## src/rtl/pdma_pkg.sv

```systemverilog
package pdma_pkg;
  typedef enum logic [2:0] {
    ST_IDLE  = 3'd0,
    ST_SETUP = 3'd1,
    ST_REQ   = 3'd2,
    ST_HOLD  = 3'd3,
    ST_WFALL = 3'd4,
    ST_WRISE = 3'd5
  } pdma_state_e;
endpackage

```

## src/rtl/pdma_sync.sv

```systemverilog
module pdma_sync #(
  parameter int unsigned    W       = 1,
  parameter int unsigned    STAGES  = 2,
  parameter logic [W-1:0]   RST_VAL = '0
) (
  input  logic         clk_i,
  input  logic         rst_ni,
  input  logic [W-1:0] d_i,
  output logic [W-1:0] q_o
);
  logic [W-1:0] stg_q [STAGES];

  for (genvar i = 0; i < STAGES; i++) begin : g_stg
    always_ff @(posedge clk_i or negedge rst_ni) begin
      if (!rst_ni) stg_q[i] <= RST_VAL;
      else if (i == 0) stg_q[i] <= d_i;
      else stg_q[i] <= stg_q[(i == 0) ? 0 : i-1];
    end
  end

  assign q_o = stg_q[STAGES-1];
endmodule

```

## src/rtl/pdma_cnt.sv

```systemverilog
module pdma_cnt #(
  parameter int unsigned W = 8
) (
  input  logic         clk_i,
  input  logic         rst_ni,
  input  logic         clr_i,
  input  logic         inc_i,
  output logic [W-1:0] q_o
);
  localparam logic [W-1:0] MAX = '1;

  always_ff @(posedge clk_i or negedge rst_ni) begin
    if (!rst_ni) q_o <= '0;
    else if (clr_i) q_o <= '0;
    else if (inc_i && q_o != MAX) q_o <= q_o + 1'b1;
  end
endmodule

```

## src/rtl/pdma_fsm.sv

```systemverilog
module pdma_fsm
  import pdma_pkg::*;
#(
  parameter int unsigned DW      = 8,
  parameter int unsigned CW      = 8,
  parameter int unsigned BLK_LEN = 15,
  parameter int unsigned BW      = 4
) (
  input  logic          clk_i,
  input  logic          rst_ni,
  input  logic [CW-1:0] setup_cyc_i,
  input  logic [CW-1:0] pulse_cyc_i,
  input  logic [CW-1:0] hold_cyc_i,
  input  logic [CW-1:0] tmo_cyc_i,
  input  logic [DW-1:0] in_data_i,
  input  logic          in_valid_i,
  input  logic          eob_s_i,
  input  logic          ack_s_i,
  input  logic [CW-1:0] tmr_q_i,
  input  logic [BW-1:0] blk_q_i,
  output logic          in_ready_o,
  output logic [DW-1:0] pio_data_o,
  output logic          pio_req_o,
  output logic          tmo_err_o,
  output logic          tmr_clr_o,
  output logic          blk_inc_o,
  output logic          blk_clr_o
);
  localparam logic [BW-1:0] BLK_FULL = BW'(BLK_LEN);

  pdma_state_e state_q, state_d;
  logic [CW-1:0] setup_lim, pulse_lim, hold_lim, tmo_lim;
  logic ld_data, tmo_set;

  // limit = max(cfg,1) - 1
  assign setup_lim = (setup_cyc_i == '0) ? '0 : setup_cyc_i - 1'b1;
  assign pulse_lim = (pulse_cyc_i == '0) ? '0 : pulse_cyc_i - 1'b1;
  assign hold_lim  = (hold_cyc_i  == '0) ? '0 : hold_cyc_i  - 1'b1;
  assign tmo_lim   = (tmo_cyc_i   == '0) ? '0 : tmo_cyc_i   - 1'b1;

  always_comb begin
    state_d   = state_q;
    ld_data   = 1'b0;
    blk_inc_o = 1'b0;
    blk_clr_o = 1'b0;
    tmo_set   = 1'b0;
    unique case (state_q)
      ST_IDLE: begin
        if (!eob_s_i) state_d = ST_WRISE;
        else if (in_valid_i) begin
          state_d = ST_SETUP;
          ld_data = 1'b1;
        end
      end
      ST_SETUP: if (tmr_q_i >= setup_lim) state_d = ST_REQ;
      ST_REQ: begin
        if (ack_s_i) begin
          if (tmr_q_i >= pulse_lim) begin
            state_d   = ST_HOLD;
            blk_inc_o = 1'b1;
          end
        end else if (tmr_q_i >= tmo_lim) begin
          state_d = ST_HOLD;
          tmo_set = 1'b1;
        end
      end
      ST_HOLD: begin
        if (tmr_q_i >= hold_lim) state_d = (blk_q_i == BLK_FULL) ? ST_WFALL : ST_IDLE;
      end
      ST_WFALL: if (!eob_s_i) state_d = ST_WRISE;
      ST_WRISE: begin
        if (eob_s_i) begin
          state_d   = ST_IDLE;
          blk_clr_o = 1'b1;
        end
      end
      default: state_d = ST_WRISE;
    endcase
  end

  always_ff @(posedge clk_i or negedge rst_ni) begin
    if (!rst_ni) begin
      state_q    <= ST_WRISE;
      pio_data_o <= '0;
      tmo_err_o  <= 1'b0;
    end else begin
      state_q <= state_d;
      if (ld_data) pio_data_o <= in_data_i;
      if (tmo_set) tmo_err_o <= 1'b1;
    end
  end

  assign tmr_clr_o  = (state_d != state_q);
  assign in_ready_o = (state_q == ST_IDLE) && eob_s_i;
  assign pio_req_o  = (state_q == ST_REQ);
endmodule

```

## src/rtl/pdma_tx.sv

```systemverilog
module pdma_tx #(
  parameter int unsigned DW          = 8,
  parameter int unsigned CW          = 8,
  parameter int unsigned BLK_LEN     = 15,
  parameter int unsigned SYNC_STAGES = 2
) (
  input  logic          clk_i,
  input  logic          rst_ni,
  input  logic [CW-1:0] setup_cyc_i,
  input  logic [CW-1:0] pulse_cyc_i,
  input  logic [CW-1:0] hold_cyc_i,
  input  logic [CW-1:0] tmo_cyc_i,
  input  logic [DW-1:0] in_data_i,
  input  logic          in_valid_i,
  output logic          in_ready_o,
  output logic [DW-1:0] pio_data_o,
  output logic          pio_req_o,
  input  logic          rtr_ni,
  input  logic          eob_i,
  output logic          tmo_err_o
);
  localparam int unsigned BW = $clog2(BLK_LEN + 1);

  logic [1:0]    sync_q;
  logic [CW-1:0] tmr_q;
  logic [BW-1:0] blk_q;
  logic          tmr_clr, blk_inc, blk_clr;

  // bit 1: window line, bit 0: ready-to-receive (idle high)
  pdma_sync #(.W(2), .STAGES(SYNC_STAGES), .RST_VAL(2'b01)) u_sync (
    .clk_i (clk_i),
    .rst_ni(rst_ni),
    .d_i   ({eob_i, rtr_ni}),
    .q_o   (sync_q)
  );

  pdma_cnt #(.W(CW)) u_tmr (
    .clk_i (clk_i),
    .rst_ni(rst_ni),
    .clr_i (tmr_clr),
    .inc_i (1'b1),
    .q_o   (tmr_q)
  );

  pdma_cnt #(.W(BW)) u_blk (
    .clk_i (clk_i),
    .rst_ni(rst_ni),
    .clr_i (blk_clr),
    .inc_i (blk_inc),
    .q_o   (blk_q)
  );

  pdma_fsm #(.DW(DW), .CW(CW), .BLK_LEN(BLK_LEN), .BW(BW)) u_fsm (
    .clk_i      (clk_i),
    .rst_ni     (rst_ni),
    .setup_cyc_i(setup_cyc_i),
    .pulse_cyc_i(pulse_cyc_i),
    .hold_cyc_i (hold_cyc_i),
    .tmo_cyc_i  (tmo_cyc_i),
    .in_data_i  (in_data_i),
    .in_valid_i (in_valid_i),
    .eob_s_i    (sync_q[1]),
    .ack_s_i    (!sync_q[0]),
    .tmr_q_i    (tmr_q),
    .blk_q_i    (blk_q),
    .in_ready_o (in_ready_o),
    .pio_data_o (pio_data_o),
    .pio_req_o  (pio_req_o),
    .tmo_err_o  (tmo_err_o),
    .tmr_clr_o  (tmr_clr),
    .blk_inc_o  (blk_inc),
    .blk_clr_o  (blk_clr)
  );
endmodule

```

## config.mk

```make
export PLATFORM = sky130hd
export DESIGN_NAME = pdma_tx
export DESIGN_NICKNAME = d
export VERILOG_FILES = /design/src/rtl/pdma_pkg.sv /design/src/rtl/pdma_sync.sv /design/src/rtl/pdma_cnt.sv /design/src/rtl/pdma_fsm.sv /design/src/rtl/pdma_tx.sv
export SDC_FILE = /design/constraint.sdc
export NUM_CORES = 1
export LEC_CHECK = 0
export ABC_AREA = 0
export BUFFER_PORTS_ARGS = -buffer_cell sky130_fd_sc_hd__buf_4
export CORE_ASPECT_RATIO = 0.9
export CORE_MARGIN = 5
export CORE_UTILIZATION = 50
export CTS_CLUSTER_DIAMETER = 60
export DETAILED_ROUTE_END_ITERATION = 12
export GPL_ROUTABILITY_DRIVEN = 0
export PLACE_DENSITY = 0.85
export RECOVER_POWER = 100
export SLEW_MARGIN = 5
export SYNTH_ARGS = -nofsm -noshare
export SYNTH_HDL_FRONTEND = slang
export SYNTH_SLANG_ARGS = --single-unit
```

## constraint.sdc

```tcl
create_clock -name clk_i -period 6.4 [get_ports clk_i]
set_input_delay 0 -clock clk_i [delete_from_list [all_inputs] [get_ports clk_i]]
set_output_delay 0 -clock clk_i [all_outputs]
set_load 0.01 [all_outputs]
```

# Word level (Yosys, flattened, before mapping)
# Cells that the tools add are included.
# word_totals
input_bits	45
regBits	28
out_inout_bits	11
word_cells	65
# op_classes
order_cmp	4
reduce_logical	9
n_mux	30
addsub	6
eq_ne	9
# ops
operator	count
two-way mux 8 bit	6
>= comparator 8 bit	4
logical NOT 8 bit	4
subtractor 8 x 1 -> 8 bit, second input constant	4
two-way mux 3 bit	10
one-hot mux 3 bit (6 select lines)	1
two-way mux 1 bit	11
adder 8 x 1 -> 8 bit, second input constant	1
two-way mux 4 bit	2
!= test 8 bit, second input constant	1
== test 3 x 2 -> 1 bit, second input constant	2
== test 3 bit, second input constant	2
adder 4 x 1 -> 4 bit, second input constant	1
== test 4 bit, second input constant	1
!= test 4 bit, second input constant	1
nonzero test 2 bit	2
== test 3 x 1 -> 1 bit, second input constant	1
logical NOT 3 bit	1
!= test 3 bit	1
logical AND 1 bit	2

# Depth between registers and ports, before layout
# Gate-level depths: netlist (run 1).
# logic_depth
depth_word	9
depth_mapped	13
ltp_nobuf	13

# Modules after synthesis
# From an unflattened synthesis (run 1), not the netlist that was laid out.
# unflattened
hier_cells	307
area_unflattened_um2	2722.6
# by_module_without_submodules
module	cells_each	area_each_um2	seq_area_each_um2	n_inst
pdma_fsm	230	1904.3	302.8	1
pdma_cnt at u_tmr	49	464.2	200.2	1
pdma_cnt at u_blk	20	229.0	100.1	1
pdma_sync	6	117.6	102.6	1
pdma_tx	2	7.5	0.0	1

# Least setup slack after synthesis (run 1)
# No wires, ideal clock.
# synth_timing
path_type	input -> register
start	input port pulse_cyc_i[5]
end	register u_tmr.q_o[1]
setup_ps	80
arrival_time_ps	2665
setup_slack_ps	3655
path_buffers	0
t_required_ps	6320
stages	10
cell_sequence	or4_1 > or4_1 > nand2b_1 > ha_1 > nor2b_4 > o211a_4 > o311ai_4 > nand2_2 > o31a_4 > nor3b_2
# synth_between
elab_chain_cells	8
word_cells_on_any_way	10
classes_between	add/sub: 1; order compare: 1; eq/ne: 1; mux: 5; reduce/logical: 2
# synth_rtl
item	line_no	rtl
start: declaration	pdma_tx.sv:10	input logic [CW-1:0] pulse_cyc_i,
subtractor 8 x 1 -> 8 bit or logical NOT 8 bit (tied branches)	pdma_fsm.sv:37	assign pulse_lim = (pulse_cyc_i == '0) ? '0 : pulse_cyc_i - 1'b1;
two-way mux 8 bit *	pdma_fsm.sv:37	
>= comparator 8 bit *	pdma_fsm.sv:58	if (tmr_q_i >= pulse_lim) begin
two-way mux 3 bit *	pdma_fsm.sv:58	
two-way mux 3 bit *	pdma_fsm.sv:57	if (ack_s_i) begin
one-hot mux 3 bit (6 select lines) *	pdma_fsm.sv:47	unique case (state_q)
!= test 3 bit *	pdma_fsm.sv:93	assign tmr_clr_o = (state_d != state_q);
two-way mux 8 bit or nonzero test 2 bit (tied branches)	n/a	
end signal: assignment	pdma_cnt.sv:15	else if (inc_i && q_o != MAX) q_o <= q_o + 1'b1;
end: declaration	pdma_cnt.sv:8	output logic [W-1:0] q_o
# Mark *: on every way between the ends. The rest lies on a longest branch, timed or not.
# A chain may end at the register's enable or synchronous reset.

# Worst setup path in the final report (run 1)
# Ends and elaborated chain as after synthesis.

==> run_results.csv, run 1 <==
group,metric,value,unit
status,status,"completed",
synthesis,synth-seq-cells,28,
floorplanning,initial_utilization,0.512,
global_route,grt_max_degree,29,
critical_path,r2r_slack,3.79,ns
floorplanning,die_y,79.2,um
job,max-cap-violations,0,
sta,report.final.slew_viol_count,0,
finish,regArea,706,um2
detailed_routing,drc,0,
synthesis,syn_nets,379,
cts,clock_path_buffers,2,
synthesis,synth_ff_type,"dfrtp_1",
global_route,grt_pass1_wl,10100,um
power_and_ir_drop,seqPwrFrac,0.389,
detailed_routing,drt-vias-per-instance,5.44,
global_route,grt_usage,0.176,
floorplanning,ioPinCount,56,
cts,cts_root_buf,"clkbuf_8",
place,pre_cts_ws,3.29,ns
sta,setup_tns,0,ns
finish,final_nets,449,
critical_path,timing.rr.end,"u_tmr.q_o[1]$_DFFE_PN0P_",
sta,finalHoldViolCount,0,
critical_path,path_cells,"buf_4 -> or4_1 -> or4_1 -> and2_0 -> ha_1 -> a31oi_1 -> nor2b_1 -> o311ai_0 -> nand2_1 -> o31a_1 -> nor3b_1",
power_and_ir_drop,p_leak,1.61,nW
power_and_ir_drop,pwr-share-comb,0.451,
detailed_routing,wl,5920,um
power_and_ir_drop,p_sw,0.000253,W
finish,drive_gt1_frac,0.175,
sta,rsz0062_at_grt,"no",
place,dp_hpwl,4690,um
sta,fin_hold_ws,0.232,ns
sta,fmax,0.331,GHz
power_and_ir_drop,clkPwrFrac,0.160,
synthesis,syn_area_per_cell,8.98,um2
sta,finalCriticalPeriod,3.02,ns
finish,n_antenna_cell,0,
cts,cts_tree,"built",
global_route,grt_overflow,0,
power_and_ir_drop,power,0.000682,W
critical_path,worst_ep_required_time,6.59,ns
power_and_ir_drop,power_density,212,nW/um2
finish,fillers,470,
floorplanning,coreArea,5190,um2
floorplanning,die_area,6880,um2
cts,clkSinkCount,28,
detailed_routing,vias,2350,
critical_path,rr_worst_depth,7,
sta,setup_slack,3.38,ns
synthesis,synthArstFlopShare,1.00,
synthesis,yosysUniqueCellTypes,50,
sta,setup_viol,0,
critical_path,critPathMaxFanout,8,
finish,multiInputGateArea,1830,um2
critical_path,cp_slowest_cell,"or4_1",
finish,design_area,3220,um2
finish,area_growth,21.0,%
synthesis,synthCells,296,
detailed_routing,drtPass1Iterations,4,
sta,timing.slew.headroom,0.0306,
cts,cts_max_level,1,
power_and_ir_drop,power_switching_share,0.372,
cts,cts_buffers,3,
detailed_routing,drtIter0Drc,140,
sta,finalClockSkew,0.00799,ns
critical_path,startpoint,"pulse_cyc_i[5]",
synthesis,ys.warnings.count,0,
synthesis,ys_seq_area_frac,0.266,
critical_path,worst_path_most_repeated_cell,"or4_1",
place,portBuffers,55,
worst_hold_path,min_path_type,"primary input to flip-flop",
sta,tightest_slew,1.45,ns
cts,clk-insertion-delay-late,0.28,ns
finish,layout_common_cells,"42 x buf_4, 38 x ha_1, 32 x nand2_1, 24 x dfrtp_1, 23 x nor2_1",
synthesis,synth_area,2660,um2
critical_path,criticalPathCategory,"primary input to flip-flop",
sta,min_period_over_period,0.472,
critical_path,worstSetupEndpointType,"flip-flop",
floorplanning,num_rows,25,
power_and_ir_drop,irDropWorstVdd,0.000242,V
cts,cts_setup_buffers,0,
power_and_ir_drop,internal_power,0.000428,W
detailed_routing,wl_per_cell,13.7,um
detailed_routing,ant_nets,0,
critical_path,start_kind,"primary input",
global_route,antenna_found_initial,0,
global_route,grt_pass1_vias,2341,
critical_path,r2r_start,"u_tmr.q_o[1]$_DFFE_PN0P_",
cts,clk_pin_slew_worst_paths,0.10,ns
place,place_area,3150,um2
floorplanning,die_w,86.9,um
critical_path,crit_end,"u_tmr.q_o[1]$_DFFE_PN0P_",
synthesis,synth_edf_count,0,
critical_path,critPathMaxStageDelay,0.54,ns
finish,final_common_cell,"buf_4",
critical_path,worstPathArrival,3.21,ns
-- metrics by stage --
step | utilization | std cells
floorplan | - | 296
global placement | 0.607 | 417
detailed placement | 0.607 | 417
CTS | 0.638 | 432
global route | 0.619 | 432
finish | 0.619 | 432
-- state kept, by name, indices dropped and copies added (netlist names) --
name              cells
u_fsm.pio_data_o      8
u_tmr.q_o             8
u_blk.q_o             4
u_fsm.state_q         3
u_sync.q_o            2
u_sync.stg_q          2
u_fsm.tmo_err_o       1
-- power by group through the flow --
stage                     Sequential (W)  Clock [W]  Combinational [W]
final                           0.000265   0.000109           0.000308
after global placement          0.000268          0           0.000320
after CTS                       0.000267   0.000112           0.000346
after detailed placement        0.000270          0           0.000337
after floorplan                 0.000266          0           0.000215
after global routing            0.000271   0.000118           0.000348
-- synthesized netlist by cell type, drive strengths merged, types with 8 or more instances --
| cell type | number | area (um2) |
|---|---|---|
| dfrtp | 24 | 601 |
| nor2b | 13 | 88.8 |
| o21ai | 9 | 45.0 |
| xor2 | 8 | 70.1 |
| xnor2 | 8 | 70.1 |
| nand2 | 32 | 123 |
| mux2i | 10 | 100 |
| nor3b | 8 | 75.1 |
| nand2b | 10 | 62.6 |
| nor2 | 23 | 86.3 |
| a21oi | 18 | 90.1 |
| nand3 | 10 | 50.1 |
| ha | 38 | 475 |
| inv | 15 | 56.3 |
| nor3 | 8 | 40.0 |
| mux2 | 8 | 90.1 |
-- logic make-up after synthesis --
| kind of cell | after synthesis | share of synthesized area |
|---|---|---|
| adder cells (fa/ha/maj) | 39 | 0.183 |
| buffers and inverters | 17 | 0.0245 |
| AND/OR/NAND/NOR | 130 | 0.264 |
| XOR/XNOR | 16 | 0.0527 |
| multiplexers | 18 | 0.0716 |
| flip-flops | 28 | 0.266 |
| AO/OA/AOI/OAI | 48 | 0.139 |
-- worst max-delay path, delay by kind of cell --
kind / cells / cell delay [ns]
simple gates: 6 / 1.81
compound gates: 3 / 1.00
fa+ha+maj: 1 / 0.28
buf+inv: 1 / 0.11
-- layout make-up --
| class | instances | share of cell area |
|---|---|---|
| clock buffer | 4 | 0.0171 |
| inverter | 16 | 0.0187 |
| multi-input combinational | 251 | 0.568 |
| sequential | 28 | 0.219 |
| tap | 67 | 0.0261 |
| timing repair buffer | 66 | 0.151 |
-- what timing repair did --
item,in CTS,in global routing
hold buffers,11,0
resized for setup,0,0
hold endpoints to repair,38,0
-- worst min path at each step --
stage / startpoint / end / cells past startpoint
finish: in_valid_i / u_fsm.state_q[0]$_DFF_PN1_ / 4
CTS: rst_ni / u_fsm.pio_data_o[4]$_DFFE_PN0P_ / 2
floorplan: rst_ni / u_blk.q_o[0]$_DFFE_PN0P_ / 0
global placement: rst_ni / u_fsm.pio_data_o[4]$_DFFE_PN0P_ / 1
detailed placement: rst_ni / u_fsm.pio_data_o[4]$_DFFE_PN0P_ / 1
global route: in_valid_i / u_fsm.state_q[0]$_DFF_PN1_ / 4
-- per-layer routing --
layer	global-route usage	wire [um]
met4	0.0343	38
met2	0.327	3030
met3	0.0176	291
met5	0	0
met1	0.218	2560
No activity file was read; power rests on OpenSTA's default activity.
==> run 2: changes to the inputs <==
==> constraint.sdc (replaced) <==
create_clock -name clk_i -period 2.8 [get_ports clk_i]
set_input_delay 0 -clock clk_i [delete_from_list [all_inputs] [get_ports clk_i]]
set_output_delay 0 -clock clk_i [all_outputs]
set_load 0.01 [all_outputs]
==> run_results.csv, run 2 (same netlist as run 1, synthesis figures left out) <==
group,metric,value,unit
critical_path,worstSetupEndpointType,"flip-flop",
worst_hold_path,holdPathStages,4,
job,max-cap-violations,0,
global_route,antenna_found_initial,0,
detailed_routing,ant_nets,0,
sta,setup_viol,0,
worst_hold_path,min_path_type,"primary input to flip-flop",
critical_path,worstPathArrival,2.84,ns
power_and_ir_drop,irDropWorstVdd,0.000535,V
critical_path,r2r_start,"u_tmr.q_o[0]$_DFFE_PN0P_",
floorplanning,ioPinCount,56,
critical_path,worst_ep_required_time,3.00,ns
detailed_routing,drtPass1Iterations,4,
status,status,"completed",
power_and_ir_drop,power_density,467,nW/um2
critical_path,start_kind,"primary input",
finish,final_common_cell,"buf_4",
detailed_routing,wl_per_cell,13.7,um
floorplanning,num_rows,25,
floorplanning,die_area,6880,um2
critical_path,rr_worst_depth,8,
finish,drive_gt1_frac,0.239,
power_and_ir_drop,p_leak,1.72,nW
finish,n_antenna_cell,0,
finish,area_growth,28.6,%
global_route,grt_pass1_vias,2538,
cts,clk_pin_slew_worst_paths,0.09,ns
floorplanning,coreArea,5190,um2
sta,tightest_slew,1.43,ns
worst_hold_path,holdCritStartpoint,"in_valid_i",
cts,cts_tree,"built",
critical_path,timing.rr.end,"u_tmr.q_o[4]$_DFFE_PN0P_",
cts,cts_buffers,3,
floorplanning,die_w,86.9,um
place,portBuffers,55,
cts,cts_root_buf,"clkbuf_8",
global_route,grt_max_degree,29,
worst_hold_path,holdPathEnd,"u_fsm.state_q[0]$_DFF_PN1_",
critical_path,criticalPathCategory,"primary input to flip-flop",
floorplanning,initial_utilization,0.512,
power_and_ir_drop,power,0.00160,W
sta,finalHoldViolCount,0,
global_route,grt_pass1_wl,10600,um
sta,finalClockSkew,0.00787,ns
critical_path,r2r_slack,0.44,ns
sta,min_period_over_period,0.943,
detailed_routing,drt-vias-per-instance,5.46,
sta,report.final.slew_viol_count,0,
detailed_routing,drc,0,
cts,clock_path_buffers,2,
sta,fmax,0.379,GHz
place,dp_hpwl,4840,um
detailed_routing,drtIter0Drc,147,
cts,clk-insertion-delay-late,0.27,ns
sta,finalCriticalPeriod,2.64,ns
floorplanning,die_y,79.2,um
critical_path,critPathMaxFanout,8,
detailed_routing,wl,6180,um
global_route,grt_usage,0.185,
finish,finalNonFillerCells,452,
sta,timing.slew.headroom,0.0477,
detailed_routing,vias,2468,
global_route,grt_overflow,0,
finish,layout_common_cells,"61 x buf_4, 38 x ha_1, 31 x nand2_1, 24 x dfrtp_1, 23 x nor2_1",
finish,top_regs,"u_fsm.pio_data_o: 8 flops, u_tmr.q_o: 8 flops, u_blk.q_o: 4 flops",
cts,clkSinkCount,28,
place,dp_cells,437,
finish,final_nets,469,
cts,cts_max_level,1,
## run 2: changes by cell type in the layout (fill, tap and decap cells not counted), moves of 2 or more
cell,change
a2111oi_0,-2
and2_1,+3
nor3b_1,-2
and2_0,-3
buf_4,+19
nor3b_2,+2
## run 2: critical path: stages
cell and delay [ns]:
buf_4 0.11, or4_1 0.53, or4_4 0.46, buf_4 0.16, nand2_1 0.06, ha_1 0.24, a31oi_1 0.19, nor2b_1 0.10
o311ai_4 0.26, nand2_2 0.13, o31a_4 0.41, nor3b_2 0.19
## run 2: how the worst max path moves through the flow
stage | from | end | cells after the start
3_3_place_gp | tmo_cyc_i[0] | u_tmr.q_o[1]$_DFFE_PN0P_ | 14
2_1_floorplan | pulse_cyc_i[5] | u_tmr.q_o[1]$_DFFE_PN0P_ | 10
3_5_place_dp | tmo_cyc_i[0] | u_tmr.q_o[1]$_DFFE_PN0P_ | 14
5_1_grt | pulse_cyc_i[5] | u_tmr.q_o[1]$_DFFE_PN0P_ | 12
6_report | pulse_cyc_i[5] | u_tmr.q_o[1]$_DFFE_PN0P_ | 12
4_1_cts | tmo_cyc_i[0] | u_tmr.q_o[1]$_DFFE_PN0P_ | 14
## run 2: through the flow
stage	hold slack [ns]	util	cell area [um2]	setup WS, ns	TNS [ns]
final	0.260	0.658	3420	0.159	0
after floorplan	-0.296	-	2660	0.0549	0
after global placement	-0.0671	0.635	3300	-0.0676	-0.165
after global routing	0.285	0.658	3420	-0.0104	-0.0104
after CTS	0.175	0.667	3460	0.0815	0
after detailed placement	-0.0679	0.635	3300	-0.174	-1.17
## run 2: timing repair
item,CTS,global route
hold endpoints to repair,38,0
hold buffers,11,0
resized for setup,0,3
endpoints found under the setup margin,0,4
setup buffers,0,0
## run 2: per-layer routing
| layer | routed length [um] | vias up | global-route usage | part of all wire |
|---|---|---|---|---|
| li1 | - | 1235 | - | - |
| met2 | 3220 | 62 | 0.344 | 0.52 |
| met4 | 70 | 0 | 0.0436 | 0.011 |
| met3 | 323 | 10 | 0.0239 | 0.052 |
| met5 | 0 | - | 0 | 0 |
| met1 | 2560 | 1161 | 0.221 | 0.41 |
## run 2: area by class of cell
type / count / area, um2
inverter: 16 / 60.1
multi-input combinational: 251 / 1880
fill: 438 / 1770
tap: 67 / 83.8
sequential: 28 / 706
clock buffer: 4 / 55.1
timing repair buffer: 86 / 636
## run 2: report_power, final
group | internal (W) | leakage (nW) | switching, W
Sequential | 0.000509 | 0.354 | 0.0000977
Combinational | 0.000371 | 1.33 | 0.000373
Clock | 0.000126 | 0.0288 | 0.000121
Total | 0.00101 | 1.72 | 0.000591
